===== config.mk =====
export PLATFORM = sky130hd
export DESIGN_NAME = dbg_var_tap
export DESIGN_NICKNAME = d
export VERILOG_FILES = /design/src/rtl/dbg_tap_pkg.sv /design/src/rtl/dbg_tap_hist.sv /design/src/rtl/dbg_tap_ctrl.sv /design/src/rtl/dbg_var_tap.sv
export SDC_FILE = /design/constraint.sdc
export NUM_CORES = 2
export LEC_CHECK = 0
export BUFFER_PORTS_ARGS = -buffer_cell sky130_fd_sc_hd__buf_2
export CAP_MARGIN = 25
export CELL_PAD_IN_SITES_DETAIL_PLACEMENT = 0
export CELL_PAD_IN_SITES_GLOBAL_PLACEMENT = 2
export CORE_MARGIN = 5
export CORE_UTILIZATION = 51
export DETAILED_ROUTE_END_ITERATION = 12
export PLACE_DENSITY = 0.86
export SKIP_CTS_REPAIR_TIMING = 1
export SLEW_MARGIN = 5
export SYNTH_ARGS = -nofsm -noshare
export SYNTH_HDL_FRONTEND = slang
export SYNTH_SLANG_ARGS = --single-unit

===== constraint.sdc =====
create_clock -name clk -period 6.9 [get_ports clk]
set_clock_uncertainty 0.2 [all_clocks]
set_input_delay 1.38 -clock clk [delete_from_list [all_inputs] [get_ports clk]]
set_output_delay 1.38 -clock clk [all_outputs]
set_load 0.01 [all_outputs]

===== src/rtl/dbg_tap_pkg.sv =====
package dbg_tap_pkg;
  localparam int unsigned HOST_AW = 3;
  localparam int unsigned HOST_DW = 32;

  localparam logic [HOST_AW-1:0] A_CTRL   = 3'd0;
  localparam logic [HOST_AW-1:0] A_VALUE  = 3'd1;
  localparam logic [HOST_AW-1:0] A_DIV    = 3'd2;
  localparam logic [HOST_AW-1:0] A_REWIND = 3'd3;
  localparam logic [HOST_AW-1:0] A_HSEL   = 3'd4;
  localparam logic [HOST_AW-1:0] A_HVAL   = 3'd5;
  localparam logic [HOST_AW-1:0] A_HSTAMP = 3'd6;
  localparam logic [HOST_AW-1:0] A_STAMP  = 3'd7;

  localparam int unsigned CB_STICKY = 0;
  localparam int unsigned CB_REPLAY = 1;
  localparam int unsigned CB_ERR    = 2;
endpackage


===== src/rtl/dbg_tap_hist.sv =====
module dbg_tap_hist #(
  parameter int unsigned W      = 16,
  parameter int unsigned SW     = 32,
  parameter int unsigned DEPTH  = 64,
  parameter int unsigned MARGIN = 4,
  parameter int unsigned NRD    = 2,
  localparam int unsigned AW    = $clog2(DEPTH),
  localparam int unsigned EW    = W + SW
) (
  input  logic                   clk,
  input  logic                   rst_n,
  input  logic                   push,
  input  logic [W-1:0]           push_val,
  input  logic [SW-1:0]          push_stamp,
  output logic [AW-1:0]          wr_ptr,
  output logic [AW:0]            count,
  input  logic [NRD-1:0][AW-1:0] rd_idx,
  output logic [NRD-1:0][EW-1:0] rd_ent,
  output logic                   drn_valid,
  input  logic                   drn_ready,
  output logic [W-1:0]           drn_val,
  output logic [SW-1:0]          drn_stamp,
  output logic                   stall_req
);
  localparam logic [AW:0] FULL_CNT  = (AW+1)'(DEPTH);
  localparam logic [AW:0] STALL_CNT = (AW+1)'(DEPTH - MARGIN);

  logic [EW-1:0] mem [DEPTH];
  logic [AW-1:0] rd_ptr;
  logic [AW:0]   pend;
  logic          pop, drop, adv;

  assign pop  = (pend != '0) && drn_ready;
  assign drop = push && (pend == FULL_CNT) && !drn_ready;
  assign adv  = pop | drop;

  always_ff @(posedge clk) begin
    if (push) mem[wr_ptr] <= {push_stamp, push_val};
  end

  always_ff @(posedge clk or negedge rst_n) begin
    if (!rst_n) begin
      wr_ptr <= '0;
      rd_ptr <= '0;
      count  <= '0;
      pend   <= '0;
    end else begin
      if (push) begin
        wr_ptr <= wr_ptr + AW'(1);
        if (count != FULL_CNT) count <= count + (AW+1)'(1);
      end
      if (adv) rd_ptr <= rd_ptr + AW'(1);
      pend <= pend + (AW+1)'(push) - (AW+1)'(adv);
    end
  end

  generate
    for (genvar g = 0; g < NRD; g++) begin : g_rd
      assign rd_ent[g] = mem[rd_idx[g]];
    end
  endgenerate

  assign drn_valid = (pend != '0);
  assign {drn_stamp, drn_val} = mem[rd_ptr];
  assign stall_req = !drn_ready && (pend >= STALL_CNT);

  // an offered record is not withdrawn before acceptance
  a_r9_valid_held: assert property (@(posedge clk) disable iff (!rst_n)
    drn_valid && !drn_ready |=> drn_valid);
  // offered record stays put unless an overflow discards it
  a_r9_data_held: assert property (@(posedge clk) disable iff (!rst_n)
    drn_valid && !drn_ready && !(push && pend == FULL_CNT) |=> $stable({drn_stamp, drn_val}));
  // history count never exceeds its depth
  a_r2_count_bound: assert property (@(posedge clk) disable iff (!rst_n)
    count <= FULL_CNT);
  // pending records never exceed storage
  a_r10_pend_bound: assert property (@(posedge clk) disable iff (!rst_n)
    pend <= FULL_CNT);
endmodule


===== src/rtl/dbg_tap_ctrl.sv =====
module dbg_tap_ctrl
  import dbg_tap_pkg::*;
#(
  parameter int unsigned W     = 16,
  parameter int unsigned SW    = 32,
  parameter int unsigned DIV_W = 16,
  parameter int unsigned AW    = 6
) (
  input  logic               clk,
  input  logic               rst_n,
  input  logic               en,
  input  logic               host_wr,
  input  logic [HOST_AW-1:0] host_addr,
  input  logic [HOST_DW-1:0] host_wdata,
  input  logic [AW-1:0]      wr_ptr,
  input  logic [AW:0]        count,
  output logic               cap,
  output logic [SW-1:0]      stamp,
  output logic               sticky,
  output logic               ovr_pend,
  output logic [W-1:0]       ovr_val,
  output logic               rp_active,
  output logic [AW-1:0]      rp_idx,
  output logic [HOST_DW-1:0] hsel,
  output logic [DIV_W-1:0]   div,
  output logic               err
);
  logic [DIV_W-1:0] phase, div_eff;
  logic [DIV_W:0]   phase_inc;
  logic [AW:0]      rp_left;
  logic             wr_ctrl, wr_value, wr_div, wr_rew, wr_hsel, rew_ok;

  assign wr_ctrl  = host_wr && (host_addr == A_CTRL);
  assign wr_value = host_wr && (host_addr == A_VALUE);
  assign wr_div   = host_wr && (host_addr == A_DIV);
  assign wr_rew   = host_wr && (host_addr == A_REWIND);
  assign wr_hsel  = host_wr && (host_addr == A_HSEL);
  assign rew_ok   = (host_wdata != '0) && (host_wdata <= HOST_DW'(count));

  assign div_eff   = (div == '0) ? DIV_W'(1) : div;
  assign phase_inc = {1'b0, phase} + (DIV_W+1)'(1);
  assign rp_active = (rp_left != '0);
  assign cap       = en && !rp_active && (phase == '0);

  always_ff @(posedge clk or negedge rst_n) begin
    if (!rst_n) begin
      stamp    <= '0;
      phase    <= '0;
      div      <= DIV_W'(1);
      sticky   <= 1'b0;
      ovr_pend <= 1'b0;
      ovr_val  <= '0;
      rp_left  <= '0;
      rp_idx   <= '0;
      err      <= 1'b0;
      hsel     <= '0;
    end else begin
      if (en) stamp <= stamp + SW'(1);
      if (en && rp_active) begin
        rp_idx  <= rp_idx + AW'(1);
        rp_left <= rp_left - (AW+1)'(1);
      end
      if (en && !rp_active) begin
        ovr_pend <= 1'b0;
        phase    <= (phase_inc >= {1'b0, div_eff}) ? '0 : phase_inc[DIV_W-1:0];
      end
      if (wr_value) begin
        ovr_val  <= host_wdata[W-1:0];
        ovr_pend <= 1'b1;
      end
      if (wr_ctrl) sticky <= host_wdata[CB_STICKY];
      if (wr_div) begin
        div   <= host_wdata[DIV_W-1:0];
        phase <= '0;
      end
      if (wr_hsel) hsel <= host_wdata;
      if (wr_rew) begin
        if (rew_ok) begin
          rp_idx  <= wr_ptr - host_wdata[AW-1:0];
          rp_left <= host_wdata[AW:0];
          err     <= 1'b0;
        end else begin
          err <= 1'b1;
        end
      end
    end
  end

  // a rewind deeper than the history (or of zero) raises the error bit
  a_r7_reject_err: assert property (@(posedge clk) disable iff (!rst_n)
    host_wr && host_addr == A_REWIND && (host_wdata == '0 || host_wdata > HOST_DW'(count)) |=> err);
  // the one-shot is consumed by one enabled non-replay cycle
  a_r4_one_shot: assert property (@(posedge clk) disable iff (!rst_n)
    ovr_pend && en && !rp_active && !wr_value |=> !ovr_pend);
  // stamp steps by one per enabled cycle and holds otherwise
  a_r3_stamp_step: assert property (@(posedge clk) disable iff (!rst_n)
    en |=> stamp == $past(stamp) + SW'(1));
  a_r3_stamp_hold: assert property (@(posedge clk) disable iff (!rst_n)
    !en |=> $stable(stamp));
  // phase stays inside the divider period
  a_r8_phase_bound: assert property (@(posedge clk) disable iff (!rst_n)
    phase == '0 || phase < div_eff);
endmodule


===== src/rtl/dbg_var_tap.sv =====
module dbg_var_tap
  import dbg_tap_pkg::*;
#(
  parameter int unsigned W      = 16,
  parameter int unsigned SW     = 32,
  parameter int unsigned DEPTH  = 64,
  parameter int unsigned MARGIN = 4,
  parameter int unsigned DIV_W  = 16
) (
  input  logic               clk,
  input  logic               rst_n,
  input  logic               en,
  input  logic [W-1:0]       var_in,
  output logic [W-1:0]       var_out,
  input  logic               host_wr,
  input  logic [HOST_AW-1:0] host_addr,
  input  logic [HOST_DW-1:0] host_wdata,
  output logic [HOST_DW-1:0] host_rdata,
  output logic               drn_valid,
  input  logic               drn_ready,
  output logic [W-1:0]       drn_val,
  output logic [SW-1:0]      drn_stamp,
  output logic               stall_req
);
  localparam int unsigned AW  = $clog2(DEPTH);
  localparam int unsigned EW  = W + SW;
  localparam int unsigned NRD = 2;
  localparam int unsigned RP_PORT = 0;
  localparam int unsigned HO_PORT = 1;

  logic                   cap, sticky, ovr_pend, rp_active, err;
  logic [SW-1:0]          stamp;
  logic [W-1:0]           ovr_val;
  logic [AW-1:0]          rp_idx, wr_ptr;
  logic [AW:0]            count;
  logic [HOST_DW-1:0]     hsel;
  logic [DIV_W-1:0]       div;
  logic [NRD-1:0][AW-1:0] rd_idx;
  logic [NRD-1:0][EW-1:0] rd_ent;
  logic                   hsel_ok;
  logic [SW-1:0]          unused_rp_stamp;

  dbg_tap_ctrl #(.W(W), .SW(SW), .DIV_W(DIV_W), .AW(AW)) i_ctrl (
    .clk(clk), .rst_n(rst_n), .en(en),
    .host_wr(host_wr), .host_addr(host_addr), .host_wdata(host_wdata),
    .wr_ptr(wr_ptr), .count(count), .cap(cap), .stamp(stamp),
    .sticky(sticky), .ovr_pend(ovr_pend), .ovr_val(ovr_val),
    .rp_active(rp_active), .rp_idx(rp_idx), .hsel(hsel), .div(div), .err(err)
  );

  dbg_tap_hist #(.W(W), .SW(SW), .DEPTH(DEPTH), .MARGIN(MARGIN), .NRD(NRD)) i_hist (
    .clk(clk), .rst_n(rst_n), .push(cap), .push_val(var_out), .push_stamp(stamp),
    .wr_ptr(wr_ptr), .count(count), .rd_idx(rd_idx), .rd_ent(rd_ent),
    .drn_valid(drn_valid), .drn_ready(drn_ready), .drn_val(drn_val),
    .drn_stamp(drn_stamp), .stall_req(stall_req)
  );

  assign rd_idx[RP_PORT] = rp_idx;
  assign rd_idx[HO_PORT] = wr_ptr - AW'(1) - hsel[AW-1:0];
  assign hsel_ok         = hsel < HOST_DW'(count);
  assign unused_rp_stamp = rd_ent[RP_PORT][EW-1:W];

  always_comb begin
    if (rp_active)               var_out = rd_ent[RP_PORT][W-1:0];
    else if (sticky || ovr_pend) var_out = ovr_val;
    else                         var_out = var_in;
  end

  always_comb begin
    host_rdata = '0;
    case (host_addr)
      A_CTRL: begin
        host_rdata[CB_STICKY] = sticky;
        host_rdata[CB_REPLAY] = rp_active;
        host_rdata[CB_ERR]    = err;
      end
      A_VALUE:  host_rdata = HOST_DW'(var_out);
      A_DIV:    host_rdata = HOST_DW'(div);
      A_REWIND: host_rdata = HOST_DW'(count);
      A_HSEL:   host_rdata = hsel;
      A_HVAL:   host_rdata = hsel_ok ? HOST_DW'(rd_ent[HO_PORT][W-1:0]) : '0;
      A_HSTAMP: host_rdata = hsel_ok ? HOST_DW'(rd_ent[HO_PORT][EW-1:W]) : '0;
      default:  host_rdata = HOST_DW'(stamp);
    endcase
  end

  // history write pointer stays frozen while a replay runs
  a_r6_history_frozen: assert property (@(posedge clk) disable iff (!rst_n)
    rp_active |=> $stable(wr_ptr));
  // a capture grows the history unless it is already full
  a_r2_count_grows: assert property (@(posedge clk) disable iff (!rst_n)
    cap && count < (AW+1)'(DEPTH) |=> count == $past(count) + (AW+1)'(1));
endmodule


Word-level counts from Yosys, hierarchy flattened
Memory sizes are Yosys's and may differ from the RTL's. Cells that the tools add are included.

Flip-flop bits (word level): 154. Bits in writable memories: 3072. Input port bits: 56. Output and inout bits: 98. Memories kept: 1.

Add/sub/neg operators: 12. $lt $le $gt $ge: 4. Equal/unequal tests: 8. Mux-type cells: 21. Bitwise operators: 1. Reductions and logical operators: 25.

Memories: i_hist.mem (depth 64, bits a word 48, rd ports 3, clocked after memory_dff 0, write ports 1, line dbg_tap_hist.sv:28) `logic [EW-1:0] mem [DEPTH];`.

Operators with widths (number): case mux 29 bit (7 select lines) (1); 2-to-1 mux 16 bit (7); adder 32 x 1 -> 32 bit, second input constant (1); less-or-equal comparator 32 x 7 -> 1 bit (1); zero test 16 bit (2); less-than comparator 32 x 7 -> 1 bit (1); 2-to-1 mux 32 bit (1); nonzero test 32 bit (1); 2-to-1 mux 7 bit (3); case mux 3 bit (7 select lines) (1); adder 6 x 1 -> 6 bit, second input constant (3); 2-to-1 mux 6 bit (3); adder 16 x 1 -> 17 bit, second input constant (1); >= comparator 17 x 16 -> 1 bit (1); nonzero test 7 bit (2); logical AND 1 bit (13); subtractor 6 bit (2); equality test 3 bit, second input constant (3); adder 7 x 1 -> 7 bit (1); adder 7 x 1 -> 7 bit, second input constant (1); equality test 7 bit, second input constant (1); >= comparator 7 x 6 -> 1 bit, second input constant (1); inequality test 7 bit, second input constant (1); subtractor 7 x 1 -> 7 bit (1); 11 further kinds (18).

Logic depth before layout (Yosys ltp)
Depth after elaboration: 8. Gate-level depth with buffers: 19.

By module
From an unflattened synthesis, not the netlist that was laid out.

Cells, all modules: 9417. Area total of the unflattened synthesis: 175311.9 µm².

By module, submodules not included: dbg_tap_hist (times used 1, cells an instance 8537, area each 166861.3 µm², seq. area each 92899.1 µm²); dbg_tap_ctrl (times used 1, cells an instance 576, area each 6444.9 µm², seq. area each 3204.3 µm²); dbg_var_tap (times used 1, cells an instance 304, area each 2005.7 µm², seq. area each 0.0 µm²).

Worst setup path after synthesis
No wires, ideal clock.

Path type: register -> output. Start point: reg i_ctrl.rp_idx[0]. End point: out host_rdata[12]. Arrival time: 5366 ps. Setup slack: -46 ps. Cell stages (with the launch flop): 12. Buffers on the path: 5. Cells stage by stage: dfrtp_1 buf_6 buf_12 buf_8 buf_6 buf_2 nand2_1 o221ai_1 o2bb2ai_1 a221oi_1 a211oi_1 a21oi_1.

Longest elaborated chain between the ends: 3.

Ends and longest elaborated chain: from (decl) (line dbg_tap_ctrl.sv:23) `output logic [AW-1:0] rp_idx,`; from (signal assigned) (line dbg_tap_ctrl.sv:60) `rp_idx <= rp_idx + AW'(1);`; from (signal assigned) (line dbg_tap_ctrl.sv:79) `rp_idx <= wr_ptr - host_wdata[AW-1:0];`; memory (64 x 48 bit); 2-to-1 mux 16 bit (line dbg_var_tap.sv:64) `if (rp_active) var_out = rd_ent[RP_PORT][W-1:0];`; net var_out[12] (line dbg_var_tap.sv:14) `output logic [W-1:0] var_out,`; case mux 29 bit (7 select lines) (line dbg_var_tap.sv:71) `case (host_addr)`; to (decl) (line dbg_var_tap.sv:18) `output logic [HOST_DW-1:0] host_rdata,`.

The timed path passes the listed nets, and every way through them passes these cells.

Final worst setup path
Start point: reg i_ctrl.rp_idx[0]. End point: out host_rdata[3].

Longest elaborated chain between the ends: 3.

Ends and longest elaborated chain (line): memory (64 x 48 bit); 2-to-1 mux 16 bit (dbg_var_tap.sv:64); case mux 29 bit (7 select lines) (dbg_var_tap.sv:71).

Every way passes these cells.

==> impl_results.md <==
* Relative slew slack at 18.3%
* CTS buffer count at 338
* FMAX at 144 MHz
* Register area at 0.0962 sq mm
* Post-Syn Area at 0.158 sq mm
* Starting Density at 51.2%
* Slowest Stage Delay on Critical Path at 900 ps
* Final nets at 8,162
* Flop2flop setup slack at 1660 ps
* DRT Wirelength at 578,000 microns
* DRT iter0 DRCs at 17,000
* Sequential share of the synthesized area at 60.8%
* Worst Path Class, Setup: reg -> out
* Detail Route Antenna Nets at 0
* Layout cells sized above 1 at 44.3%
* CTS tree: done
* Synthesis-stage register bit count at 3,226
* Period utilization at 101%
* Crit-path most repeated cell: buf_4
* CP top delay family: compound AO/OA/AOI/OAI gates
* Setup crit start kind: flop
* Worst-path fanout max at 14
* Die Y at 567 microns
* Synth Flop Type: edfxtp_1
* Cell variety after synth at 83
* CP bufs+invs at 4
* Leak pwr at 55.4 nW
* Non-filler cells, final at 12,500
* Dpl ws at 202 ps
* Synth-to-layout area growth at 14.3%
* Post-Synthesis Net Count at 7,653
* Worst Hold Class: in -> async
* Reg-to-reg startpoint: i_ctrl.rp_left[0]
* Final Hold Fails at 0
* Multi-input gate area at 0.0603 sq mm
* Die X-Extent at 567 microns
* CTS sink count at 3,226
* Worst-margin pin slew at 1220 ps
* Failing checks: negative setup slack
* CP max stage cell: a222oi_1
* Worst vdd ir at 0.000591 V
* Req. time, crit path at 5320 ps
* Port bufs at 153
* Die ar. at 0.321 sq mm
* Status: finished with violations
* All-Layer GR Usage at 35.2%
* Minimum clock period at 6970 ps
* Crit-path cells: buf_4 -> nand3b_1 -> buf_4 -> o221ai_1 -> a221oi_1 -> a211o_1 -> o221ai_4 -> a222oi_1 -> o31ai_1 -> buf_4 -> o22a_1 -> buf_2
* Clock latency at the later pin of the worst-skew pair at 950 ps
* I/O pins at 154
* Final setup viols at 6
* Largest net degree at the start of global routing at 86
* Number of global-route vias before repair at 94,000
* DR WL/cell at 46.4 microns
* Final GP Congestion at 0.952
* DR vias/cell at 7.76
* Placed cell count at 11,700
* Residual DRC at 0
* First-pass GRT wire length at 784,000 microns
* Share of async-settable or async-resettable flops after synthesis at 4.77%
* Maxcap violations at 0
* Via count at 96,800
* Fill cells at 21,700
* Worst Setup SP: i_ctrl.rp_idx[0]
* Post-Syn Instances at 7,532
* Core area at 0.309 sq mm
* Pwr per Cell Area at 431 mW/mm^2
* Bufs on Longest Clock Path at 4
* Final Max Slew Viols at 0
* Worst Path Arrival at 5390 ps
* Final HPWL DP at 334,000 microns
* Global route overflow at 0
* Worst-path clk slew at 60 ps
* Ys Warns at 0
* Initial antenna violation count at 25
* Pre-antenna DRT Iters at 6
* Syn_area_per_cell at 21.0 sq um
* EDFF count, synth at 3,072
* Clock H-tree levels at 5
* Clk root buf: clkbuf_16
* Type of element capturing the critical path: primary output
* Setup WS post-layout at -66.9 ps
* Row cnt at 204
## metal layers
metal	global-route usage, %	wire (microns)
met2	50.9	253000
met5	0	206
met1	45.4	182000
met3	13.2	94600
met4	22.1	47800
## synth_stat cells, drive strengths merged, types with 9 or more instances
| cell type | count | area share (%) |
|---|---|---|
| mux2i | 213 | 1.3 |
| a21o | 13 | 0.062 |
| a211oi | 27 | 0.13 |
| and2 | 13 | 0.051 |
| o21ai | 68 | 0.22 |
| dfrtp | 153 | 2.4 |
| nor2 | 161 | 0.38 |
| a2111oi | 9 | 0.050 |
| mux2 | 57 | 0.41 |
| nand4 | 22 | 0.087 |
| inv | 56 | 0.13 |
| clkbuf | 328 | 0.78 |
| ha | 62 | 0.49 |
| a221oi | 15 | 0.083 |
| and3 | 23 | 0.091 |
| nor3 | 25 | 0.079 |
| o221ai | 27 | 0.15 |
| nand2b | 13 | 0.051 |
| nand3 | 58 | 0.18 |
| xnor2 | 58 | 0.33 |
| edfxtp | 3072 | 58 |
| mux4 | 2178 | 31 |
| a21oi | 102 | 0.32 |
| buf | 273 | 0.92 |
| a22oi | 26 | 0.12 |
| nand2 | 230 | 0.55 |
| nor4 | 25 | 0.11 |
| nor2b | 12 | 0.047 |
| a31oi | 23 | 0.095 |
| xor2 | 29 | 0.16 |
| o22ai | 50 | 0.20 |
## final cells by class
cell class | count | area share, %
diodes | 16 | 0.0222
clock buffers | 421 | 4.94
clock inverters | 204 | 1.21
inverters | 58 | 0.121
multi-input cells | 3648 | 33.3
flip-flops and latches | 3226 | 53.2
well taps | 4120 | 2.85
repair buffers | 769 | 4.31
## flip-flops by register name, summed over array words and instances, names as in the netlist, 7 cells and up
signal          count
i_hist.mem       3072
i_ctrl.hsel        32
i_ctrl.stamp       32
i_ctrl.div         16
i_ctrl.ovr_val     16
i_ctrl.phase       16
i_ctrl.rp_left      7
i_hist.count        7
i_hist.pend         7
## cell usage in the layout (no fill, tap or decap), types with 60 or more instances in the layout
master / instances
dfrtp_1: 121
ha_1: 60
clkbuf_1: 73
mux4_2: 2172
nor2_1: 93
mux2i_1: 200
clkinv_1: 64
buf_2: 150
nand2_1: 223
clkbuf_16: 360
o21ai_0: 61
a21oi_1: 98
clkinv_2: 66
buf_4: 431
buf_12: 142
nor2_4: 66
edfxtp_1: 3072
## through the flow
stage	cell area (sq um)	setup TNS (ps)	hold WS, ps	utilization, %	total power [W]
2_1_floorplan	158000	0	246	-	0.0449
3_5_place_dp	168000	0	269	54.4	0.0570
5_1_grt	181000	-33.1	291	58.5	0.0798
3_3_place_gp	168000	0	264	54.3	0.0568
4_1_cts	179000	-10990	245	58.0	0.0753
6_report	181000	-174	259	58.5	0.0780
## power breakdown
part	switching, W	total (W)	internal, W
registers	0.000819	0.0233	0.0225
logic	0.0197	0.0361	0.0163
clock network	0.00794	0.0186	0.0107
total	0.0285	0.0780	0.0495
## kinds of logic (layout without fill, tap and decap cells)
group / count (synthesis) / after routing / synth area share, %
and+or+nand+nor: 616 / 617 / 1.79
adders and majority gates: 65 / 65 / 0.528
xor gates and xnor gates: 87 / 87 / 0.486
muxes: 2448 / 2448 / 32.8
AOI/OAI and AO/OA: 431 / 431 / 1.83
DFF: 3226 / 3226 / 60.8
other: 0 / 16 / 0
buffers and inverters: 659 / 1452 / 1.84
## worst paths after layout
check | cells after the start | end
hold / removal | 1 | i_ctrl.hsel[28]
setup / recovery | 12 | host_rdata[3]
hold reg to reg | 1 | i_hist.count[6]
setup reg to reg | 9 | i_hist.mem[18][42]
max in group asynchronous | 2 | i_ctrl.rp_idx[4]
min in group clk | 1 | i_hist.count[6]
No activity file was read; power rests on OpenSTA's default activity.
